### src/rtl/shmem_resv_pkg.sv
package shmem_resv_pkg;

  typedef enum logic [1:0] {
    XR_CORE   = 2'd0,
    XR_TABLE  = 2'd1,
    XR_SHARED = 2'd2
  } xregion_e;

  // inclusive window test on zero-extended byte addresses
  function automatic logic in_window(input logic [31:0] a,
                                     input logic [31:0] lo,
                                     input logic [31:0] hi);
    return (a >= lo) && (a <= hi);
  endfunction

  // long index inside a window starting at base
  function automatic logic [31:0] long_index(input logic [31:0] a,
                                             input logic [31:0] base);
    return (a - base) >> 2;
  endfunction

  function automatic xregion_e classify(input logic [31:0] a,
                                        input logic [31:0] core_lim,
                                        input logic [31:0] tbl_lim);
    if (a < core_lim)     return XR_CORE;
    else if (a < tbl_lim) return XR_TABLE;
    else                  return XR_SHARED;
  endfunction

endpackage

### src/rtl/resv_boot_fill.sv
module resv_boot_fill #(
  parameter int          ADDR_W   = 20,
  parameter int          N_CORES  = 16,
  parameter int unsigned VEC_BASE = 32'hFFFC0,
  parameter logic [31:0] RET_WORD = 32'hFCB0_0001
) (
  input  logic              clk,
  input  logic              rst_n,
  output logic              fill_we,
  output logic [ADDR_W-1:0] fill_addr,
  output logic [31:0]       fill_data,
  output logic              fill_done
);
  localparam int CNT_W = (N_CORES > 1) ? $clog2(N_CORES) : 1;
  localparam logic [CNT_W-1:0] LAST = CNT_W'(N_CORES - 1);

  logic [CNT_W-1:0] idx;

  always_ff @(posedge clk or negedge rst_n) begin
    if (!rst_n) begin
      idx       <= '0;
      fill_done <= 1'b0;
    end else if (!fill_done) begin
      idx <= idx + 1'b1;
      if (idx == LAST) fill_done <= 1'b1;
    end
  end

  always_comb begin
    fill_we   = rst_n && !fill_done;
    fill_addr = ADDR_W'(VEC_BASE) + ADDR_W'({idx, 2'b00});
    fill_data = RET_WORD;
  end

  // boot writes step upward one long per cycle
  assert_fill_ascend_R2: assert property (@(posedge clk) disable iff (!rst_n)
    (fill_we && $past(fill_we)) |-> (fill_addr == $past(fill_addr) + ADDR_W'(4)));

  assert_done_sticky_R3: assert property (@(posedge clk) disable iff (!rst_n)
    fill_done |=> fill_done);

endmodule

### src/rtl/resv_event_snoop.sv
module resv_event_snoop
  import shmem_resv_pkg::*;
#(
  parameter int          ADDR_W   = 20,
  parameter int          N_CORES  = 16,
  parameter int unsigned EVT_BASE = 32'hFFF80
) (
  input  logic               clk,
  input  logic               rst_n,
  input  logic               wr_fire,
  input  logic [ADDR_W-1:0]  wr_addr,
  input  logic [3:0]         wr_be,
  output logic [N_CORES-1:0] evt
);
  localparam int unsigned EVT_TOP = EVT_BASE + 4 * N_CORES - 1;

  logic               evt_hit;
  logic [31:0]        evt_idx;
  logic [N_CORES-1:0] evt_sel;

  always_comb begin
    evt_hit = wr_fire && (wr_be != 4'b0000) && in_window(32'(wr_addr), EVT_BASE, EVT_TOP);
    evt_idx = long_index(32'(wr_addr), EVT_BASE);
  end

  for (genvar n = 0; n < N_CORES; n++) begin : g_core
    assign evt_sel[n] = evt_hit && (evt_idx == 32'(n));
  end

  always_ff @(posedge clk or negedge rst_n) begin
    if (!rst_n) evt <= '0;
    else        evt <= evt_sel;
  end

  assert_one_target_R6: assert property (@(posedge clk) disable iff (!rst_n)
    $onehot0(evt));

  assert_evt_cause_R7: assert property (@(posedge clk) disable iff (!rst_n)
    (|evt_sel) |=> ((|evt) && $past(wr_be != 4'b0000)));

endmodule

### src/rtl/resv_exec_decode.sv
module resv_exec_decode
  import shmem_resv_pkg::*;
#(
  parameter int          ADDR_W   = 20,
  parameter int unsigned CORE_LIM = 32'h200,
  parameter int unsigned TBL_LIM  = 32'h400
) (
  input  logic [ADDR_W-1:0] fetch_addr,
  output xregion_e          region
);
  always_comb region = classify(32'(fetch_addr), CORE_LIM, TBL_LIM);
endmodule

### src/rtl/shmem_resv_ctrl.sv
module shmem_resv_ctrl
  import shmem_resv_pkg::*;
#(
  parameter int          ADDR_W   = 20,
  parameter int          N_CORES  = 16,
  parameter logic [31:0] RET_WORD = 32'hFCB0_0001,
  parameter int unsigned CORE_LIM = 32'h200,
  parameter int unsigned TBL_LIM  = 32'h400
) (
  input  logic               clk,
  input  logic               rst_n,
  input  logic               req_valid,
  input  logic [ADDR_W-1:0]  req_addr,
  input  logic [31:0]        req_wdata,
  input  logic [3:0]         req_be,
  input  logic               req_download,
  output logic               req_ready,
  output logic               mem_we,
  output logic [ADDR_W-1:0]  mem_addr,
  output logic [31:0]        mem_wdata,
  output logic [3:0]         mem_be,
  output logic [N_CORES-1:0] core_event,
  output logic               boot_done,
  input  logic [ADDR_W-1:0]  fetch_addr,
  output logic [1:0]         exec_region
);
  localparam int unsigned SPAN     = 4 * N_CORES;
  localparam int unsigned VEC_BASE = (32'd1 << ADDR_W) - SPAN;
  localparam int unsigned VEC_TOP  = VEC_BASE + SPAN - 1;
  localparam int unsigned EVT_BASE = VEC_BASE - SPAN;

  logic              fill_we;
  logic [ADDR_W-1:0] fill_addr;
  logic [31:0]       fill_data;
  logic              wr_fire;
  logic              vec_hit;
  logic              dl_block;
  xregion_e          region;

  resv_boot_fill #(
    .ADDR_W(ADDR_W), .N_CORES(N_CORES), .VEC_BASE(VEC_BASE), .RET_WORD(RET_WORD)
  ) u_fill (
    .clk(clk), .rst_n(rst_n), .fill_we(fill_we), .fill_addr(fill_addr),
    .fill_data(fill_data), .fill_done(boot_done)
  );

  always_comb begin
    req_ready = rst_n && boot_done;
    wr_fire   = req_valid && req_ready;
    vec_hit   = in_window(32'(req_addr), VEC_BASE, VEC_TOP);
    dl_block  = req_download && vec_hit;
    if (fill_we) begin
      mem_we    = 1'b1;
      mem_addr  = fill_addr;
      mem_wdata = fill_data;
      mem_be    = 4'b1111;
    end else begin
      mem_we    = wr_fire && !dl_block;
      mem_addr  = req_addr;
      mem_wdata = req_wdata;
      mem_be    = req_be;
    end
  end

  resv_event_snoop #(
    .ADDR_W(ADDR_W), .N_CORES(N_CORES), .EVT_BASE(EVT_BASE)
  ) u_snoop (
    .clk(clk), .rst_n(rst_n), .wr_fire(wr_fire), .wr_addr(req_addr),
    .wr_be(req_be), .evt(core_event)
  );

  resv_exec_decode #(
    .ADDR_W(ADDR_W), .CORE_LIM(CORE_LIM), .TBL_LIM(TBL_LIM)
  ) u_exec (
    .fetch_addr(fetch_addr), .region(region)
  );

  assign exec_region = region;

  assert_boot_full_be_R2: assert property (@(posedge clk) disable iff (!rst_n)
    (mem_we && !boot_done) |-> (mem_be == 4'b1111));

  assert_dl_mask_R5: assert property (@(posedge clk) disable iff (!rst_n)
    (boot_done && req_valid && req_download &&
     (32'(req_addr) >= VEC_BASE)) |-> !mem_we);

  assert_pass_R4: assert property (@(posedge clk) disable iff (!rst_n)
    (boot_done && req_valid && !req_download) |-> (mem_we && mem_addr == req_addr));

  assert_exec_core_R8: assert property (@(posedge clk) disable iff (!rst_n)
    (exec_region == 2'd0) |-> (32'(fetch_addr) < CORE_LIM));

endmodule

### config.mk
export PLATFORM = sky130hd
export DESIGN_NAME = shmem_resv_ctrl
export DESIGN_NICKNAME = d
export VERILOG_FILES = /design/src/rtl/shmem_resv_pkg.sv /design/src/rtl/resv_boot_fill.sv /design/src/rtl/resv_event_snoop.sv /design/src/rtl/resv_exec_decode.sv /design/src/rtl/shmem_resv_ctrl.sv
export SDC_FILE = /design/constraint.sdc
export NUM_CORES = 1
export LEC_CHECK = 0
export BUFFER_PORTS_ARGS = -buffer_cell sky130_fd_sc_hd__buf_2
export CORE_UTILIZATION = 37
export CTS_BUF_LIST = sky130_fd_sc_hd__clkbuf_4
export DETAILED_ROUTE_END_ITERATION = 8
export GPL_TIMING_DRIVEN = 0
export PLACE_DENSITY = 0.84
export SLEW_MARGIN = 20
export SYNTH_ARGS = -nofsm -noshare
export SYNTH_HDL_FRONTEND = slang
export SYNTH_HIERARCHICAL = 1
export SYNTH_SLANG_ARGS = --single-unit
### constraint.sdc
create_clock -name clk -period 1.8 [get_ports clk]
set_input_delay 0.27 -clock clk [delete_from_list [all_inputs] [get_ports clk]]
set_output_delay 0.27 -clock clk [all_outputs]
set_load 0.02 [all_outputs]
==> results of run 1 <==
power breakdown:
group	switching, mW	internal (mW)
sequential	0.00000000153	0.471
combinational	0.256	0.270
clock	0.132	0.0828
stage by stage:
step | worst slack (ps) | power [mW] | setup TNS (ps) | cells | area (µm²)
after floorplan | 38.6 | 0.752 | 0 | 245 | 2180
after global placement | -399 | 0.918 | -15650 | 462 | 3000
after detailed placement | -492 | 0.926 | -17990 | 462 | 3000
after CTS | -207 | 1.20 | -9280 | 471 | 3440
after global routing | -264 | 1.27 | -13180 | 471 | 3520
final | -212 | 1.21 | -9300 | 471 | 3520
cell type report:
cell class              instances  area, µm²  area share
clock buffers                   3       22.5     0.00640
well taps                      70       87.6      0.0249
repair buffers                152        971       0.276
plain buffers                  58        464       0.132
flip-flops and latches         21        527       0.150
clock inverters                 1       5.00     0.00142
multi-input cells             166       1440       0.410
sequential cells by signal, indices dropped and copies added (netlist names):
| register | flops |
|---|---|
| u_fill/idx | 4 |
| u_snoop/evt | 16 |
| u_fill/fill_done | 1 |
routing by layer:
metal,global-route usage,part of all wire,up-vias
met5,0,0,-
met4,0.0576,0.0045,0
li1,-,-,1039
met2,0.419,0.56,102
met3,0.0159,0.047,4
met1,0.227,0.39,1016
kinds of logic after synthesis:
kind of cell    after synthesis  share of synthesized area
fa+ha+maj                     2                     0.0125
mux                          53                      0.298
buf+inv                      58                      0.213
xor+xnor                      4                     0.0175
other cells                   2                    0.00375
simple gates                 56                      0.181
compound gates                3                     0.0119
flops                        21                      0.262
repair_timing:
action | 4_1_cts | 5_1_grt
setup buffers | 4 | 0
resized for setup | 90 | 13
endpoints found under the hold margin | 21 | 21
endpoints found under the setup margin | 71 | 73
gates cloned | 1 | 0
cell usage in the layout, fill, tap and decap left out, drive strengths merged:
master	netlist	layout
buf	57	208
mux2	53	53
conb	2	48
dfrtp	21	21
nor4	18	18
nand4	8	8
nand4b	5	5
clkbuf	1	5
or2	4	4
nor2	4	4
xnor2	4	4
nand3	3	3
nand2	3	3
or4	3	3
ha	2	2
nand3b	2	2
and2	1	1
and3	1	1
a21o	1	1
clkinv	0	1
and4	1	1
and2b	1	1
a31o	1	1
nand2b	1	1
nand4bb	1	1
o211ai	1	1
worst max path at each step:
stage	end	slack, ps	depth (start not counted)
3_5_place_dp	u_snoop/evt[5]$_DFF_PN0_	-490	7
3_3_place_gp	u_snoop/evt[2]$_DFF_PN0_	-400	7
2_1_floorplan	u_snoop/evt[9]$_DFF_PN0_	40	6
4_1_cts	mem_wdata[28]	-210	6
5_1_grt	mem_wdata[29]	-260	6
6_report	mem_wdata[29]	-210	6
==> impl_metrics.ini, run 1 <==
[run_status]
outcome = finished, violations left
violations = negative hold slack, negative setup slack

[route]
antenna_left = 0
via_count = 2161
initialDrtViolationCount = 94
wirelength_mm = 6.22
post_drt_wl_per_cell_um = 13.2
via_per_inst = 4.59
dr.pass1.iters = 4
drc_errors = 0

[yosys]
ys.flop_type = dfrtp_1
seq_area_frac_synth = 0.262
synth_area_leader_cell = mux2_2
synth_area_leaders = mux2_2 30%, dfrtp_1 26%, buf_4 19%
syn_area_um2 = 2000
netlist_instances = 199
ys_warn_count = 6
yosysMostFrequentCell = mux2_2
postSynth.asyncResetShare = 1.00
synth_seq_cells = 21
synthTopCellsByCount = 53 x mux2_2, 50 x buf_4, 21 x dfrtp_1
syn_area_per_cell_um2 = 10.1
synth-edff-count = 0
netlist-cell-type-count = 27
synth_top_cell_area_share = 0.298

[floorplan]
dieArea_um2 = 5710
io_pins = 157
rows = 26
die_x_um = 75.6
coreArea_um2 = 5170
initial_utilization = 0.387
die_h_um = 75.6

[worst_setup_path]
critical_path.cell_chain = and2b_2, buf_8, buf_8, buf_12, mux2_2, buf_6
critPathLaunch = u_fill/fill_done$_DFF_PN0_
crit_family = buffers and inverters
worst_setup_path_start_kind = flip-flop
cp_data_arrival_time_ps = 1740
cp_data_required_time_ps = 1530
r2r-end = u_snoop/evt[3]$_DFF_PN0_
r2r_slack_ps = -200
cpMaxStageDelayCell = dfrtp_2
crit_type = reg2out
r2r-start = u_fill/fill_done$_DFF_PN0_
critPathMaxFanout = 7
worst_path_most_repeated_cell = buf_8
rr_worst_depth = 7
path_buf_inv = 4
cp-end-kind = primary output
max_stage_delay_ps = 380

[cells_and_area]
fin_util = 0.680
nets = 484
diodes = 0
area_growth_syn_to_layout_pct = 75.6
drive_gt1_frac = 0.731
fill_cells = 404

[placed_design]
io_buffers = 147
gp_congestion = 0.801
dp.final_hpwl_mm = 4.39

[clocking]
clock-sinks = 21
cts_buffers = 3
cts_root_buffer = clkbuf_4
clock_latency_ps = 300
cts_max_level = 1
tritoncts = built
clk_pin_slew_ps = 110
cts_max_path_buffers = 2

[power]
powerDensity_nw_per_um2 = 344
p_leak_nw = 1.88
peakVddDrop_mv = 0.283

[timing]
setup_slack_ps = -212
tightest_slew_ps = 628
rsz0062_at_grt = yes
fin_crit_sh = 1.12
maxSlewHeadroom = 0.580
max_freq_mhz = 497
finalCriticalPeriod_ps = 2010
hold_slack_ps = -128
drv_slew = 0
skew_ps = 0.982
setup_viol = 68
finalHoldViolCount = 21

[global_route]
grt_pass1_wl_mm = 9.05
antenna_found_initial = 0
gr-usage-all-layers = 0.207
grt_overflow = 0
grt_max_degree = 25
first_global_vias = 2057

[hold_path]
min_path_type = in2async

[run]
maxCapViolCount = 0
Power figures use the tool's default switching activity.
==> inputs of run 2 (changes only) <==
Settings changed: CORE_UTILIZATION 37 to 41, PLACE_DENSITY 0.84 to 0.88.
Clock period 1.8 ns to 2.2 ns, I/O delays scaled along.
==> run 2 against run 1 <==
- the flow finishes with violations (design-rule violations)
- count of clock-buffer cells in the layout unchanged
- critical path depth down 1
- via count down 3.2%
- die area down 9.5%
- sequential power down 18%
- flip-flop and latch count unchanged
- combinational power down 29%
- global-route usage down 0.62 points
- worst hold slack better by 450 ps
- sequential share of layout area up 2.2 points
- power down 22%
- critical endpoint is now mem_addr[2]
- largest power group is now sequential cells
==> impl_metrics.ini, run 2 (synthesis results as in run 1) <==
[route]
post_drt_wl_per_cell_um = 11.7
via_count = 2092
initialDrtViolationCount = 168
drc_errors = 2
wirelength_mm = 5.42
via_per_inst = 4.50
dr.pass1.iters = 6
antenna_left = 0

[cells_and_area]
reg.largest.list = u_snoop/evt x16, u_fill/idx x4, u_fill/fill_done x1
mostFrequentLayoutCells = 150 x buf_2, 53 x mux2_2, 50 x buf_4
area_growth_syn_to_layout_pct = 53.0
regArea_um2 = 527
largest_register = u_snoop/evt
final_area_um2 = 3070
fill_cells = 421
nets = 481
fin_util = 0.649
largest_register_ffs = 16
diodes = 0
drive_gt1_frac = 0.678
final_common_cell = buf_2
multiInputGateArea_um2 = 1220

[timing]
finalHoldViolCount = 0
drv_slew = 0
skew_ps = 0.917
setup_viol = 0
rsz0062_at_grt = no
tightest_slew_ps = 906
setup_slack_ps = 74.1
finalCriticalPeriod_ps = 2130
fin_crit_sh = 0.966
maxSlewHeadroom = 0.394
max_freq_mhz = 470
hold_slack_ps = 323

[global_route]
grt_max_degree = 22
antenna_found_initial = 0
grt_pass1_wl_mm = 8.29
grt_overflow = 0
top_usage_layer = met2
gr-usage-all-layers = 0.201
met2_usage = 0.389
first_global_vias = 1908
grt_use_met1 = 0.221
met3_usage = 0.0264

[floorplan]
initial_utilization = 0.424
dieArea_um2 = 5170
coreArea_um2 = 4720
io_pins = 157
rows = 25
die_x_um = 71.9
die_h_um = 71.9

[worst_setup_path]
critPathMaxFanout = 10
crit_type = reg2out
cp_data_required_time_ps = 1870
worst_setup_path_start_kind = flip-flop
rr_worst_depth = 7
cp-end-kind = primary output
endpoint = mem_addr[2]
r2r-end = u_snoop/evt[8]$_DFF_PN0_
r2r_slack_ps = 100
critPathLaunch = u_fill/fill_done$_DFF_PN0_
r2r-start = u_fill/fill_done$_DFF_PN0_
cp_data_arrival_time_ps = 1800

[clocking]
clock-sinks = 21
tritoncts = built
clock_latency_ps = 310
clk_pin_slew_ps = 110
cts_buffers = 3
cts_max_path_buffers = 2
cts_root_buffer = clkbuf_4
cts_max_level = 1

[run_status]
violations = design-rule violations
outcome = finished, violations left

[power]
peakVddDrop_mv = 0.155
power.total_uw = 943
powerDensity_nw_per_um2 = 308
p_leak_nw = 1.65

[hold_path]
min_path_type = in2reg

[run]
maxCapViolCount = 0

[placed_design]
dp.final_hpwl_mm = 4.36
gp_congestion = 0.834
place_area_um2 = 3000
io_buffers = 147
place_worst_setup_slack_ps = -141
-- run 2: what timing repair did --
action | in CTS | in global routing
setup buffers | 1 | 0
hold buffers | 1 | 0
setup endpoints to repair | 29 | 9
pin swaps | 0 | 0
resized for setup | 5 | 3
hold endpoints to repair | 21 | 0
-- run 2: final cells by class --
| type | count | share of cell area |
|---|---|---|
| multi-input combinational | 166 | 0.399 |
| timing repair buffer | 149 | 0.247 |
| tap | 67 | 0.0273 |
| clock inverter | 1 | 0.00163 |
| clock buffer | 3 | 0.00735 |
| sequential | 21 | 0.172 |
| buffer | 58 | 0.146 |
-- run 2: routing by layer --
layer,vias to the layer above,share of wire
li1,1037,-
met1,938,0.39
met2,107,0.53
met3,10,0.061
met4,0,0.017
met5,-,0
-- run 2: how the worst min path moves through the flow --
stage / startpoint / end / slack (ps) / cells after the start
floorplan: rst_n / u_fill/fill_done$_DFF_PN0_ / 30 / 0
global placement: rst_n / u_fill/fill_done$_DFF_PN0_ / 300 / 1
detailed placement: rst_n / u_fill/fill_done$_DFF_PN0_ / 310 / 1
CTS: req_addr[4] / u_snoop/evt[12]$_DFF_PN0_ / 310 / 3
global route: req_addr[4] / u_snoop/evt[12]$_DFF_PN0_ / 320 / 3
finish: req_addr[4] / u_snoop/evt[12]$_DFF_PN0_ / 320 / 3
-- run 2: worst max-delay path, stage by stage, from the launching register on --
cell and delay (ps):
dfrtp_2 430, and2b_2 250, buf_8 150, buf_8 150, mux2_2 350, buf_2 160
-- run 2: through the flow --
step                setup TNS [ps]  cells
floorplan                        0    245
global placement             -1480    459
detailed placement           -1740    459
CTS                              0    465
global route                     0    465
finish                           0    465
-- run 2: power breakdown --
group / internal [mW] / switching (mW)
clock network: 0.0680 / 0.118
registers: 0.386 / 0.00000000149
logic: 0.186 / 0.186
total: 0.640 / 0.304
